===== config.mk =====
export PLATFORM = sky130hd
export DESIGN_NAME = wdt_timebase
export DESIGN_NICKNAME = d
export VERILOG_FILES = /design/src/rtl/wdt_pkg.sv /design/src/rtl/wdt_divider.sv /design/src/rtl/wdt_watchdog.sv /design/src/rtl/wdt_periodic.sv /design/src/rtl/wdt_timebase.sv
export SDC_FILE = /design/constraint.sdc
export NUM_CORES = 1
export LEC_CHECK = 0
export BUFFER_PORTS_ARGS = -buffer_cell sky130_fd_sc_hd__clkbuf_2
export CORE_ASPECT_RATIO = 1.5
export CORE_UTILIZATION = 40
export DETAILED_ROUTE_END_ITERATION = 12
export GPL_ROUTABILITY_DRIVEN = 1
export PLACE_DENSITY = 0.63
export SYNTH_ARGS = -nofsm -noshare
export SYNTH_HDL_FRONTEND = slang
export SYNTH_SLANG_ARGS = --single-unit

===== constraint.sdc =====
create_clock -name clk -period 4.15 [get_ports clk]
set_clock_uncertainty 0.05 [all_clocks]
set_input_delay 0.415 -clock clk [delete_from_list [all_inputs] [get_ports clk]]
set_output_delay 0.415 -clock clk [all_outputs]
set_load 0.02 [all_outputs]

===== src/rtl/wdt_pkg.sv =====
package wdt_pkg;
  localparam int RATE_W = 2;
  localparam int NUM_RATES = 1 << RATE_W;

  localparam logic [1:0] ADDR_KEY   = 2'd0;
  localparam logic [1:0] ADDR_CTRL  = 2'd1;
  localparam logic [1:0] ADDR_FLAGS = 2'd2;

  localparam logic [7:0] KEY_ARM   = 8'h55;
  localparam logic [7:0] KEY_CLEAR = 8'hAA;

  typedef struct packed {
    logic              pi_en;
    logic              rsv_hi;
    logic [RATE_W-1:0] pi_rate;
    logic [1:0]        rsv_lo;
    logic [RATE_W-1:0] wd_rate;
  } ctrl_t;
endpackage


===== src/rtl/wdt_divider.sv =====
module wdt_divider #(
  parameter int BASE_LOG2    = 15,
  parameter int PI_BASE_LOG2 = 13,
  parameter int PI_RATES     = 4
) (
  input  logic                clk,
  input  logic                rst_n,
  output logic                base_tick,
  output logic [PI_RATES-1:0] pi_tick
);
  localparam int PI_TOP = PI_BASE_LOG2 + PI_RATES - 1;
  localparam int DIV_W  = (BASE_LOG2 > PI_TOP) ? BASE_LOG2 : PI_TOP;

  logic [DIV_W-1:0] div_q;

  always_ff @(posedge clk or negedge rst_n) begin
    if (!rst_n) div_q <= '0;
    else        div_q <= div_q + DIV_W'(1);
  end

  // A tap is active in the last cycle before its stage rolls over.
  assign base_tick = &div_q[BASE_LOG2-1:0];

  generate
    for (genvar k = 0; k < PI_RATES; k++) begin : g_tap
      assign pi_tick[k] = &div_q[PI_BASE_LOG2+k-1:0];
    end
  endgenerate
endmodule


===== src/rtl/wdt_watchdog.sv =====
module wdt_watchdog
  import wdt_pkg::*;
#(
  parameter int WIN_CYCLES = 64,
  parameter int STEP_LOG2  = 2
) (
  input  logic              clk,
  input  logic              rst_n,
  input  logic              special_mode,
  input  logic              wd_disable,
  input  logic              base_tick,
  input  logic              key_we,
  input  logic [7:0]        key_data,
  input  logic              rate_we,
  input  logic [RATE_W-1:0] rate_data,
  output logic [RATE_W-1:0] wd_rate,
  output logic              wd_locked,
  output logic              reset_req
);
  localparam int MAX_DIV = 1 << (STEP_LOG2 * (NUM_RATES - 1));
  localparam int CNT_W   = $clog2(MAX_DIV + 1);
  localparam int WIN_W   = $clog2(WIN_CYCLES + 1);

  logic [CNT_W-1:0]  cnt_q, limit;
  logic [WIN_W-1:0]  win_q;
  logic [RATE_W-1:0] rate_q;
  logic              armed_q, locked_q, req_q;
  logic              win_open, rate_ok, do_clear, expire;

  always_comb begin
    limit    = CNT_W'(1) << (rate_q * STEP_LOG2);
    win_open = (win_q < WIN_W'(WIN_CYCLES));
    rate_ok  = rate_we && (special_mode || (win_open && !locked_q));
    do_clear = key_we && (key_data == KEY_CLEAR) && armed_q;
    expire   = base_tick && (cnt_q >= limit) && !do_clear && !wd_disable;
  end

  always_ff @(posedge clk or negedge rst_n) begin
    if (!rst_n) begin
      cnt_q    <= '0;
      win_q    <= '0;
      rate_q   <= '0;
      armed_q  <= 1'b0;
      locked_q <= 1'b0;
      req_q    <= 1'b0;
    end else if (expire) begin
      cnt_q    <= '0;
      win_q    <= '0;
      rate_q   <= '0;
      armed_q  <= 1'b0;
      locked_q <= 1'b0;
      req_q    <= 1'b1;
    end else begin
      req_q <= 1'b0;
      if (win_open) win_q <= win_q + WIN_W'(1);
      if (rate_ok) begin
        rate_q <= rate_data;
        if (!special_mode) locked_q <= 1'b1;
      end
      if (key_we) begin
        if (key_data == KEY_ARM)        armed_q <= 1'b1;
        else if (key_data == KEY_CLEAR) armed_q <= 1'b0;
      end
      if (do_clear || wd_disable) cnt_q <= '0;
      else if (base_tick)         cnt_q <= cnt_q + CNT_W'(1);
    end
  end

  assign wd_rate   = rate_q;
  assign wd_locked = locked_q;
  assign reset_req = req_q;
endmodule


===== src/rtl/wdt_periodic.sv =====
module wdt_periodic (
  input  logic clk,
  input  logic rst_n,
  input  logic tick,
  input  logic clr_we,
  output logic flag
);
  always_ff @(posedge clk or negedge rst_n) begin
    if (!rst_n)      flag <= 1'b0;
    else if (tick)   flag <= 1'b1;
    else if (clr_we) flag <= 1'b0;
  end
endmodule


===== src/rtl/wdt_timebase.sv =====
module wdt_timebase
  import wdt_pkg::*;
#(
  parameter int BASE_LOG2    = 15,
  parameter int PI_BASE_LOG2 = 13,
  parameter int WIN_CYCLES   = 64
) (
  input  logic       clk,
  input  logic       rst_n,
  input  logic       special_mode,
  input  logic       wd_disable,
  input  logic       bus_we,
  input  logic [1:0] bus_addr,
  input  logic [7:0] bus_wdata,
  output logic [7:0] bus_rdata,
  output logic       wd_reset_req,
  output logic       pi_irq
);
  logic                 base_tick;
  logic [NUM_RATES-1:0] pi_tick;
  logic                 pi_tick_sel;
  logic                 pi_flag;
  logic [RATE_W-1:0]    wd_rate;
  logic                 wd_locked;
  logic [RATE_W-1:0]    pi_rate_q;
  logic                 pi_en_q;
  logic                 we_key, we_ctrl, we_flags;
  ctrl_t                wr_ctrl, rd_ctrl;

  assign we_key   = bus_we && (bus_addr == ADDR_KEY);
  assign we_ctrl  = bus_we && (bus_addr == ADDR_CTRL);
  assign we_flags = bus_we && (bus_addr == ADDR_FLAGS);
  assign wr_ctrl  = ctrl_t'(bus_wdata);

  wdt_divider #(
    .BASE_LOG2   (BASE_LOG2),
    .PI_BASE_LOG2(PI_BASE_LOG2),
    .PI_RATES    (NUM_RATES)
  ) u_div (
    .clk      (clk),
    .rst_n    (rst_n),
    .base_tick(base_tick),
    .pi_tick  (pi_tick)
  );

  wdt_watchdog #(
    .WIN_CYCLES(WIN_CYCLES)
  ) u_wd (
    .clk         (clk),
    .rst_n       (rst_n),
    .special_mode(special_mode),
    .wd_disable  (wd_disable),
    .base_tick   (base_tick),
    .key_we      (we_key),
    .key_data    (bus_wdata),
    .rate_we     (we_ctrl),
    .rate_data   (wr_ctrl.wd_rate),
    .wd_rate     (wd_rate),
    .wd_locked   (wd_locked),
    .reset_req   (wd_reset_req)
  );

  always_ff @(posedge clk or negedge rst_n) begin
    if (!rst_n) begin
      pi_rate_q <= '0;
      pi_en_q   <= 1'b0;
    end else if (we_ctrl) begin
      pi_rate_q <= wr_ctrl.pi_rate;
      pi_en_q   <= wr_ctrl.pi_en;
    end
  end

  assign pi_tick_sel = pi_tick[pi_rate_q];

  wdt_periodic u_pi (
    .clk   (clk),
    .rst_n (rst_n),
    .tick  (pi_tick_sel),
    .clr_we(we_flags && bus_wdata[0]),
    .flag  (pi_flag)
  );

  assign pi_irq = pi_flag && pi_en_q;

  always_comb begin
    rd_ctrl         = '0;
    rd_ctrl.pi_en   = pi_en_q;
    rd_ctrl.pi_rate = pi_rate_q;
    rd_ctrl.wd_rate = wd_rate;
    case (bus_addr)
      ADDR_CTRL:  bus_rdata = rd_ctrl;
      ADDR_FLAGS: bus_rdata = {7'd0, pi_flag};
      default:    bus_rdata = 8'd0;
    endcase
  end
endmodule


# Yosys cells after proc, flatten, opt, wreduce, memory -nomap -nowiden
# Index checks and enable logic that the tools add are counted.
[totals]
ff_bits = 39
in_bits = 15
out_inout_bits = 10
elab_cells = 72
[classes]
addsub = 3
n_lt_le_gt_ge = 3
eq_ne = 5
n_shift = 1
mux = 20
n_reduce_logical = 30
[ops]
columns = ["cell", "n"]
rows = [
  ["7-bit 2-to-1 mux", 5],
  ["16-bit by 1-bit adder with 16-bit output (second input constant)", 1],
  ["8-bit one-hot mux with 2 select lines", 1],
  ["16-bit AND reduction", 1],
  ["15-bit AND reduction", 1],
  ["7-bit by 1-bit adder with 7-bit output (second input constant)", 2],
  ["14-bit AND reduction", 1],
  ["13-bit AND reduction", 1],
  ["1-bit logical AND", 12],
  ["1-bit 2-to-1 mux", 11],
  ["8-bit by 7-bit equality test with 1-bit output (second input constant)", 1],
  ["8-bit equality test (second input constant)", 1],
  ["2-bit nonzero test", 4],
  ["7-bit >= comparator", 1],
  ["7-bit less-than comparator (second input constant)", 1],
  ["1-bit by 3-bit << shifter with 7-bit output (first input constant)", 1],
  ["3-bit nonzero test", 2],
  ["2-bit 2-to-1 mux", 2],
  ["2-bit AND reduction", 2],
  ["1-bit logical NOT", 3],
  ["2-bit by 3-bit less-than comparator with 1-bit output (second input constant)", 1],
  ["1-bit binary-select mux with 2-bit select", 1],
  ["2-bit by 1-bit equality test with 1-bit output (second input constant)", 1],
  ["2-bit equality test (second input constant)", 1],
  ["other kinds (3)", 4],
]

# Logic depth before layout (Yosys ltp)
# Gate-level depths: netlist (run 1).
[depth]
ltp_word = 9
ltp_mapped = 8
ltp_nobuf = 7

# Modules after synthesis
# From an unflattened synthesis (run 1), not the netlist that was laid out.
[unflattened]
cells_unflattened = 208
area_unflattened_um2 = 2164.6
[modules_own_cells]
columns = ["module", "instances", "cells_per_inst", "area_each_um2", "seq_area_each_um2"]
rows = [
  ["wdt_watchdog", 1, 117, 1106.1, 475.5],
  ["wdt_divider", 1, 61, 735.7, 400.4],
  ["wdt_timebase", 1, 27, 286.5, 75.1],
  ["wdt_periodic", 1, 3, 36.3, 25.0],
]

# Worst setup path before layout (run 1)
# No wires, ideal clock.
[synth_path]
kind = "reg2reg"
start = "reg u_wd.rate_q[0] (netlist: u_wd.wd_rate[0])"
end = "reg u_wd.cnt_q[4]"
setup_time_ns = 0.082
arrival_time_ns = 1.746
required_ns = 4.018
path_slack_ns = 2.272
path_stages_with_launch = 9
path_buffers = 1
synth_period_minus_slack_ns = 1.878
path_cell_list = "dfrtp_1 nor2_1 ha_1 nor4_1 nand2_1 a21boi_1 buf_2 nand3_1 a31oi_1"
[synth_between]
elab_chain_cells = 6
elab_cells_between_ends = 7
classes_between = "order compare (1); shift (1); mux (1); reduce/logical (4)"
[synth_rtl]
columns = ["element", "line", "rtl"]
rows = [
  ["start, declared", "wdt_watchdog.sv:26", "logic [RATE_W-1:0] rate_q;"],
  ["start signal, assigned", "wdt_watchdog.sv:57", "rate_q <= rate_data;"],
  ["1-bit by 3-bit << shifter with 7-bit output *", "wdt_watchdog.sv:31", "limit = CNT_W'(1) << (rate_q * STEP_LOG2);"],
  ["7-bit >= comparator *", "wdt_watchdog.sv:35", "expire = base_tick && (cnt_q >= limit) && !do_clear && !wd_disable;"],
  ["1-bit logical AND * (3 in series)", "wdt_watchdog.sv:35", ""],
  ["3-bit nonzero test (no source line) or 7-bit 2-to-1 mux (tied branches)", "n/a", ""],
  ["end signal, assigned", "wdt_watchdog.sv:65", "else if (base_tick) cnt_q <= cnt_q + CNT_W'(1);"],
  ["end, declared", "wdt_watchdog.sv:24", "logic [CNT_W-1:0] cnt_q, limit;"],
]
# Every way passes the cells marked *; elsewhere a longest branch is shown, timed or not.
# A chain may end at the register's enable or synchronous reset.

# Worst setup path in the final report (run 1)
[layout_path]
start = "reg u_wd.rate_q[0] (netlist: u_wd.wd_rate[0])"
end = "reg u_wd.win_q[4]"
[layout_between]
elab_chain_cells = 6
elab_cells_between_ends = 7
classes_between = "order compare (1); shift (1); mux (1); reduce/logical (4)"
[layout_rtl]
columns = ["element", "line", "rtl"]
rows = [
  ["1-bit by 3-bit << shifter with 7-bit output *", "wdt_watchdog.sv:31", ""],
  ["7-bit >= comparator *", "wdt_watchdog.sv:35", ""],
  ["1-bit logical AND * (3 in series)", "wdt_watchdog.sv:35", ""],
  ["7-bit 2-to-1 mux or 2-bit nonzero test (tied branches)", "n/a", ""],
  ["end signal, assigned", "wdt_watchdog.sv:55", "if (win_open) win_q <= win_q + WIN_W'(1);"],
  ["end, declared", "wdt_watchdog.sv:25", "logic [WIN_W-1:0] win_q;"],
]
# Marks and branches as above.

==> run summary, run 1 <==
Slowest cell on crit path = a21boi_1
Final Non-Filler Cells = 294
EDFF count, synth = 0
Buf/Inv on CP = 0
Rows = 31
GRT Residual Overflow = 0
Die width = 60.52 µm
Clock buffer depth = 2
Arrival @ worst endpoint = 2.56 ns
Reg-to-reg setup timing slack = 1.76 ns
Reg2reg path depth = 7
Nets = 252
Inserted Diodes = 0
DRC Markers = 0
Slew margin rel. = 36.86%
Area of the multi-input gates = 0.001017 mm²
Async SR Flop Fraction = 100.0%
Hold Path Class = primary input to async pin
Post-synthesis cell type count = 37
Worst Setup Start Kind = register
CP Cell Sequence = nor2_1, ha_1, nor4_1, nand2_1, a21boi_1, nor3_2, nor2_1
Mapped cell area = 0.002054 mm²
Warning count from the yosys run = 0
Worst Setup End Kind = register
Initial antenna violation count = 0
Slew Limit Fails = 0
Worst skew pair latency = 0.29 ns
Die Y-Extent = 89.78 µm
CTS H-tree depth = 2
Worst-path fanout max = 12
Status = completed
TritonCTS clock tree = done
Fin. Hold Viols = 0
Worst VDD drop = 0.2559 mV
Most used routing layer = met2
Period utilisation layout = 57.65%
Root buffer cell = clkbuf_8
Critical Path RT = 4.32 ns
Avg WL per Cell = 12.59 µm
DR vias = 1,504
Achievable Freq = 0.4180 GHz
Global-route wire length before repair = 6.727 mm
Total Wirelength = 3.702 mm
Vias in the first global route = 1,513
Global-route track usage on met2 = 26.37%
TritonCTS Buffers = 5
Ports = 25
GRT Total Usage = 15.99%
Prevailing post-synth register cell = dfrtp_1
Design area = 0.002281 mm²
Cells after DPL = 286
Number of port buffers = 21
Yosys reg bits = 39
Critical Path Most Common Cell = nor2_1
RSZ-0062 raised after global routing = no
Post-DRT Antenna Nets = 0
Layout fillers = 486
Vias per inst = 5.116
End-of-flow core utilization = 46.67%
Full die area = 0.005433 mm²
Max-Cap Viols = 0
Register area = 975.9 µm²
Placed cell area = 0.002200 mm²
Core area = 0.004887 mm²
GRT met1 Usage = 19.23%
Sequential area share after synthesis = 47.50%
Largest delay share family, worst path = simple AND/OR/NAND/NOR gates
Final min period = 2.392 ns
Worst Tran Pin Value = 0.9471 ns
Reg-to-reg startpoint = u_wd.wd_rate[0]
Final setup TNS = 0 ns
GPL Wtd Cong = 0.7700
Initial core utilization = 42.04%
CTS sink count = 39
Cts repair resizes = 0
Largest net degree at the start of global routing = 40
Pre-antenna DRT Iters = 4
Pleak = 1.067 nW
Layout cell share with drive strength beyond 1 = 16.23%
Initial DRC count = 68
Layout area overhead = 11.02%
Syn Area/Cell = 10.07 µm²
Crit-path max cell delay = 0.67 ns
Cells after Synth = 204
Post-DP HPWL = 2.750 mm
GRT met3 Usage = 4.460%
Final Setup Violations = 0
Hold buffer count at cts = 0
Worst R2R End = u_wd.win_q[4]
Setup bufs post-CTS = 0
Pwr dens = 402.6 mW/mm²
CP Class = register to register
Clock-pin slew on the worst setup and hold paths = 0.07 ns
==> cell usage after synthesis (all sizes together), types with 4 or more instances <==
cell type   n  share of area [%]
xnor2      12                5.1
and3        5                1.5
nand2b      4                1.2
inv         5               0.91
nand3      21                5.1
nand2      19                3.5
nor2       23                4.3
a31oi       4                1.2
xor2        7                3.0
nor4bb      4                1.9
buf         7                2.4
nand4       5                2.3
ha         10                6.1
dfrtp      39                 48
nor3        4                1.2
a21oi       6                1.5
==> kinds of logic after synthesis <==
family	count (synthesis)	share of synthesized area, %
other	1	0.1825
AOI/OAI and AO/OA	17	5.055
buffers and inverters	12	3.349
xor gates and xnor gates	19	8.100
DFF	39	47.50
and+or+nand+nor	100	26.61
muxes	6	3.106
adders and majority gates	10	6.090
==> routing by layer <==
layer	wire length (µm)	vias up
li1	-	749
met1	1600	739
met2	1930	10
met3	117	6
met4	55	0
met5	0	-
==> layout by cell type (no fill, tap or decap), types with 5 or more instances in the layout <==
| master | count |
|---|---|
| dfrtp_1 | 39 |
| nor2_1 | 22 |
| nand3_1 | 21 |
| clkbuf_2 | 21 |
| nand2_1 | 19 |
| xnor2_1 | 12 |
| ha_1 | 10 |
| xor2_1 | 7 |
| a21oi_1 | 6 |
| inv_1 | 5 |
| and3_1 | 5 |
| clkbuf_8 | 5 |
==> worst max path at each step <==
stage,to,startpoint,slack (ns),depth (start not counted)
2_1_floorplan,u_wd.cnt_q[4],u_wd.wd_rate[0],2.27,8
3_3_place_gp,u_wd.wd_rate[0],u_wd.wd_rate[1],1.78,7
3_5_place_dp,u_wd.win_q[4],u_wd.wd_rate[1],1.73,7
4_1_cts,u_wd.win_q[6],u_wd.wd_rate[1],1.73,7
5_1_grt,u_wd.win_q[3],u_wd.wd_rate[0],1.39,7
6_report,u_wd.win_q[4],u_wd.wd_rate[0],1.76,7
==> flip-flops by register name, indices dropped and copies added, names as in the netlist <==
register        cells
u_wd.win_q          7
u_wd.armed_q        1
u_div.div_q        16
u_wd.wd_rate        2
pi_en_q             1
u_wd.wd_locked      1
u_wd.reset_req      1
u_wd.cnt_q          7
pi_rate_q           2
u_pi.flag           1
==> power by group <==
group / internal, mW / switching (mW) / total, mW
Clock: 0.118 / 0.126 / 0.244
Combinational: 0.0872 / 0.104 / 0.191
Sequential: 0.432 / 0.0512 / 0.483
==> final cells by class <==
| class | count | share of cell area [%] |
|---|---|---|
| clock inverters | 1 | 0.2194 |
| flip-flops and latches | 39 | 42.79 |
| well taps | 66 | 3.620 |
| clock buffers | 7 | 3.346 |
| repair buffers | 21 | 4.608 |
| inverters | 5 | 0.8228 |
| multi-input cells | 155 | 44.60 |
==> per-stage QoR <==
step / total power [mW] / worst slack [ns] / hold WS [ns]
finish: 0.9183 / 1.758 / 0.2104
CTS: 0.9358 / 1.727 / 0.2556
global placement: 0.6798 / 1.783 / 0.4034
floorplan: 0.6355 / 2.272 / 0.06941
global route: 0.9912 / 1.386 / 0.2982
detailed placement: 0.6843 / 1.728 / 0.4052
No activity file was read; power rests on OpenSTA's default activity.
==> run 2, diff against run 1 <==
--- a/config.mk
+++ b/config.mk
@@ -10,7 +10,7 @@
 export CORE_UTILIZATION = 40
 export DETAILED_ROUTE_END_ITERATION = 12
 export GPL_ROUTABILITY_DRIVEN = 1
-export PLACE_DENSITY = 0.63
+export PLACE_DENSITY = 0.66
 export SYNTH_ARGS = -nofsm -noshare
 export SYNTH_HDL_FRONTEND = slang
 export SYNTH_SLANG_ARGS = --single-unit
==> constraint.sdc (replaced) <==
create_clock -name clk -period 2.1 [get_ports clk]
set_clock_uncertainty 0.05 [all_clocks]
set_input_delay 0.21 -clock clk [delete_from_list [all_inputs] [get_ports clk]]
set_output_delay 0.21 -clock clk [all_outputs]
set_load 0.02 [all_outputs]
==> run 2 against run 1 <==
  * Sequential cell count is the same
  * Fmax grew 24%
  * Critical endpoint is now u_wd.cnt_q[6]
  * Critical path type unchanged
  * Count of clock-buffer cells in the layout shrank 2
==> run summary, run 2 (synthesis gave the netlist of run 1 again) <==
Clock power frac = 31.7%
Layout fillers = 478
Worst-path fanout max = 8
Design area = 0.002415 mm²
Root buffer cell = clkbuf_8
Post-DRT Antenna Nets = 0
Placed cell area = 0.002282 mm²
Fin. Hold Viols = 0
Largest net degree at the start of global routing = 19
Combinational share of power = 21.6%
TritonCTS clock tree = done
Slew Limit Fails = 0
Largest register FFs = 16
GPL Wtd Cong = 0.8389
Final Setup Violations = 0
NetSw = 0.6025 mW
GRT Residual Overflow = 0
Die Y-Extent = 89.78 µm
CP Cell Sequence = nand2b_1, ha_1, o21ai_0, nor2b_2, a21boi_2, buf_4, nand3_1, a31oi_1
Period utilisation layout = 92.17%
Vias in the first global route = 1,642
Nets = 264
Final setup TNS = 0 ns
Crit-path max cell delay = 0.42 ns
Hold Path Class = primary input to register
TritonCTS Buffers = 5
Initial DRC count = 57
Initial antenna violation count = 0
Status = completed
Inserted Diodes = 0
Post-DP HPWL = 3.107 mm
Worst Setup Start Kind = register
Pwr dens = 841.8 mW/mm²
Worst VDD drop = 0.4358 mV
Global-route wire length before repair = 6.969 mm
Clock-pin slew on the worst setup and hold paths = 0.09 ns
Clock buffer depth = 2
Int Power = 1.430 mW
Arrival @ worst endpoint = 2.11 ns
Vias per inst = 5.150
Full die area = 0.005433 mm²
Pleak = 1.145 nW
CTS sink count = 39
Critical Path RT = 2.27 ns
DRC Markers = 0
Final min period = 1.936 ns
Number of port buffers = 21
Avg WL per Cell = 13.25 µm
Biggest regs = u_div.div_q (16), u_wd.cnt_q (7), u_wd.win_q (7)
CP Class = register to register
Max-Cap Viols = 0
Achievable Freq = 0.5166 GHz
Worst skew pair latency = 0.30 ns
Rows = 31
Total Wirelength = 4.053 mm
Layout area overhead = 17.54%
Commonest cells after routing, fill and taps aside = dfrtp_1 (39), nor2_1 (22), nand3_1 (21), clkbuf_2 (21), nand2_1 (19)
Worst Setup End Kind = register
GRT Total Usage = 17.11%
Ports = 25
Pre-antenna DRT Iters = 4
Core area = 0.004887 mm²
Reg power frac = 46.7%
RSZ-0062 raised after global routing = yes
DR vias = 1,576
Slowest cell on crit path = dfrtp_1
Layout cell share with drive strength beyond 1 = 21.67%
CTS H-tree depth = 2
Commonest non-fill, non-tap cell in the layout = dfrtp_1
Biggest register = u_div.div_q
Switch share = 29.64%
Initial core utilization = 42.04%
Die width = 60.52 µm
==> run 2: changes by cell type in the layout (fill, tap and decap cells not counted), sizes merged <==
cell | before | now
buf | 0 | 11
bufinv | 0 | 1
clkbuf | 28 | 26
dlygate4sd3 | 0 | 1
inv | 5 | 6
==> run 2: final timing paths <==
| kind | startpoint | end | slack, ns | cells after the start |
|---|---|---|---|---|
| max | u_wd.wd_rate[0] | u_wd.cnt_q[6] | 0.16 | 8 |
| min | bus_wdata[5] | pi_rate_q[1] | 0.14 | 2 |
| max reg2reg | u_wd.wd_rate[0] | u_wd.cnt_q[6] | 0.16 | 8 |
| min reg2reg | u_div.div_q[0] | u_div.div_q[0] | 0.42 | 1 |
| max in group asynchronous | rst_n | pi_rate_q[0] | 1.12 | 3 |
| min in group asynchronous | rst_n | u_wd.win_q[5] | 0.33 | 2 |
==> run 2: cell type report <==
cell class	instances	area, µm²	area share, %
inverter	5	18.77	0.7772
timing repair buffer	33	197.7	8.187
tap	66	82.58	3.420
multi-input combinational	155	1023	42.38
sequential	39	975.9	40.41
clock inverter	3	47.55	1.969
clock buffer	5	68.82	2.850
==> run 2: worst max-delay path, delay by kind of cell (launching register included) <==
| kind | cells | cell delay, ns |
|---|---|---|
| buffers and inverters | 1 | 0.18 |
| AND/OR/NAND/NOR | 3 | 0.46 |
| flip-flops | 1 | 0.42 |
| adder cells (fa/ha/maj) | 1 | 0.17 |
| AO/OA/AOI/OAI | 3 | 0.58 |
==> run 2: what timing repair did <==
action                                  CTS  global route
hold buffers                              1             0
endpoints found under the hold margin    16             0
buffers inserted                          0             0
endpoints found under the setup margin    0            11
gates resized for setup                   0             2
==> run 2: power groups by stage <==
stage	Sequential (mW)	Combinational, mW	Clock [mW]
final	0.950	0.439	0.644
after detailed placement	0.966	0.436	0
after global placement	0.964	0.427	0
after CTS	0.952	0.438	0.662
after floorplan	0.946	0.310	0
after global routing	0.966	0.498	0.691
==> run 2: routing by layer <==
layer | vias up | share of wire, % | track usage, %
li1 | 773 | - | -
met4 | 0 | 3.0 | 8.902
met5 | - | 0 | 0
met3 | 9 | 2.1 | 4.317
met1 | 775 | 38 | 17.72
met2 | 19 | 57 | 30.04
==> run 2: per-stage QoR <==
step | worst slack, ns | hold WS (ns) | cells | util (%) | power, mW
2_1_floorplan | 0.2223 | -0.1356 | 206 | - | 1.256
3_3_place_gp | 0.06346 | 0.1268 | 297 | 46.70 | 1.391
3_5_place_dp | 0.04992 | 0.1290 | 297 | 46.70 | 1.401
4_1_cts | 0.02347 | 0.1331 | 306 | 49.28 | 2.053
5_1_grt | -0.03243 | 0.1454 | 306 | 49.41 | 2.155
6_report | 0.1644 | 0.1413 | 306 | 49.41 | 2.033
==> run 3, diff against run 2 <==
--- a/config.mk
+++ b/config.mk
@@ -10,7 +10,9 @@
 export CORE_UTILIZATION = 40
 export DETAILED_ROUTE_END_ITERATION = 12
 export GPL_ROUTABILITY_DRIVEN = 1
+export GPL_TIMING_DRIVEN = 0
 export PLACE_DENSITY = 0.66
+export REMOVE_ABC_BUFFERS = 1
 export SYNTH_ARGS = -nofsm -noshare
 export SYNTH_HDL_FRONTEND = slang
 export SYNTH_SLANG_ARGS = --single-unit
==> run 3 against run 2 <==
  * Register-to-register slack got worse by 0.04 ns
  * Non-clock buffer count decreased by 10
  * Sequential share of layout area grew 0.48 points
  * Routed wire length fell by 2.2%
  * Total power rose by 3.1%
==> run summary, run 3 (synthesis gave the netlist of run 1 again) <==
CP Class = register to register
Worst skew pair latency = 0.29 ns
Reg2reg path depth = 8
Final Non-Filler Cells = 297
Ports = 25
Worst Tran Pin Value = 0.9553 ns
Reg-to-reg setup timing slack = 0.12 ns
Slowest cell on crit path = dfrtp_2
GRT Residual Overflow = 0
Root buffer cell = clkbuf_8
GRT Total Usage = 15.86%
Global-route track usage on met2 = 29.30%
Layout fillers = 472
Placed cell area = 0.002200 mm²
Biggest register = u_div.div_q
Max-Cap Viols = 0
DRC Markers = 0
Slew margin rel. = 36.31%
Arrival @ worst endpoint = 2.10 ns
Final min period = 1.978 ns
Global-route wire length before repair = 6.603 mm
Pleak = 1.119 nW
Total Wirelength = 3.965 mm
Worst R2R End = u_wd.win_q[0]
Nets = 255
DR vias = 1,580
Full die area = 0.005433 mm²
Slew Limit Fails = 0
Post-DRT Antenna Nets = 0
Avg WL per Cell = 13.35 µm
GPL Wtd Cong = 0.8076
Achievable Freq = 0.5056 GHz
TritonCTS Buffers = 5
Fin. Hold Viols = 0
Commonest cells after routing, fill and taps aside = dfrtp_1 (38), nor2_1 (22), nand3_1 (21), clkbuf_2 (21), nand2_1 (19)
Hold Path Class = primary input to async pin
CP Cell Sequence = nand2b_1, ha_1, nor3_1, nor3_2, a21boi_4, buf_12, nor3_4, nor2_1
Largest net degree at the start of global routing = 40
Cells after DPL = 286
Inserted Diodes = 0
Die Y-Extent = 89.78 µm
Period utilisation layout = 94.18%
CTS sink count = 39
RSZ-0062 raised after global routing = yes
Clock-pin slew on the worst setup and hold paths = 0.09 ns
Rows = 31
Initial DRC count = 73
Worst Setup End Kind = register
Area of the multi-input gates = 0.001062 mm²
GRT met3 Usage = 4.029%
Most used routing layer = met2
Core area = 0.004887 mm²
Post-DP HPWL = 2.761 mm
TritonCTS clock tree = done
Crit-path max cell delay = 0.45 ns
Vias in the first global route = 1,584
Layout cell share with drive strength beyond 1 = 19.91%
Initial core utilization = 42.04%
CTS H-tree depth = 2
Reg-to-reg startpoint = u_wd.wd_rate[1]
Layout area overhead = 16.32%
Initial antenna violation count = 0
Commonest non-fill, non-tap cell in the layout = dfrtp_1
Number of port buffers = 21
Worst Setup Start Kind = register
GRT met1 Usage = 16.19%
Status = completed
Pre-antenna DRT Iters = 4
Pwr dens = 877.3 mW/mm²
Worst VDD drop = 0.3953 mV
Biggest regs = u_div.div_q (16), u_wd.cnt_q (7), u_wd.win_q (7)
Clock buffer depth = 2
Largest register FFs = 16
Die width = 60.52 µm
Final Setup Violations = 0
Register area = 977.2 µm²
Vias per inst = 5.320
Design area = 0.002390 mm²
Critical Path RT = 2.22 ns
Worst-path fanout max = 13
[run 3: critical path: cells and delay by family (launching register included)]
family          cells  cell delay [ns]
buf+inv             1             0.16
fa+ha+maj           1             0.28
flops               1             0.45
compound gates      1             0.10
simple gates        5             0.81
[run 3: worst max path at each step]
stage / startpoint / endpoint / slack (ns) / cells past startpoint
finish: u_wd.wd_rate[1] / u_wd.win_q[0] / 0.12 / 8
global route: u_wd.wd_rate[1] / u_wd.win_q[0] / -0.007 / 8
CTS: u_wd.wd_rate[1] / u_wd.win_q[5] / 0.006 / 7
detailed placement: u_wd.wd_rate[1] / u_wd.wd_locked / -0.43 / 7
global placement: u_wd.wd_rate[0] / u_wd.win_q[6] / -0.33 / 7
floorplan: u_wd.wd_rate[0] / u_wd.wd_locked / 0.04 / 7
[run 3: where the power goes]
part / internal, mW / total, mW / switching [mW]
combinational: 0.238 / 0.493 / 0.255
clock: 0.360 / 0.643 / 0.283
sequential: 0.854 / 0.960 / 0.106
[run 3: cell type report]
type	count	share of cell area [%]
multi-input combinational	156	44.45
sequential	39	40.89
timing repair buffer	23	5.550
tap	66	3.456
clock buffer	5	2.880
clock inverter	3	1.990
inverter	5	0.7853
[run 3: layer usage]
metal | routed length [µm] | part of all wire, % | vias to the layer above
met5 | 0 | 0 | -
met4 | 57 | 1.4 | 0
met3 | 83 | 2.1 | 7
met2 | 2166 | 55 | 12
met1 | 1658 | 42 | 803
li1 | - | - | 758
[run 3: per-stage QoR]
stage / TNS, ns / power (mW) / setup WS, ns / hold slack [ns] / util, %
floorplan: 0 / 1.243 / 0.04404 / -0.1356 / -
global placement: -5.309 / 1.344 / -0.3327 / 0.3742 / 45.01
detailed placement: -6.785 / 1.360 / -0.4318 / 0.3613 / 45.01
CTS: 0 / 2.045 / 0.006064 / 0.04060 / 48.11
global route: -0.01149 / 2.219 / -0.007453 / 0.08250 / 48.90
finish: 0 / 2.097 / 0.1222 / 0.001543 / 48.90
[run 3: repair_timing]
| item | 4_1_cts | 5_1_grt |
|---|---|---|
| setup endpoints to repair | 19 | 19 |
| setup buffers | 0 | 2 |
| pin swaps | 2 | 3 |
| hold buffers | 0 | 0 |
| gates resized for setup | 5 | 2 |
| gates cloned | 1 | 0 |
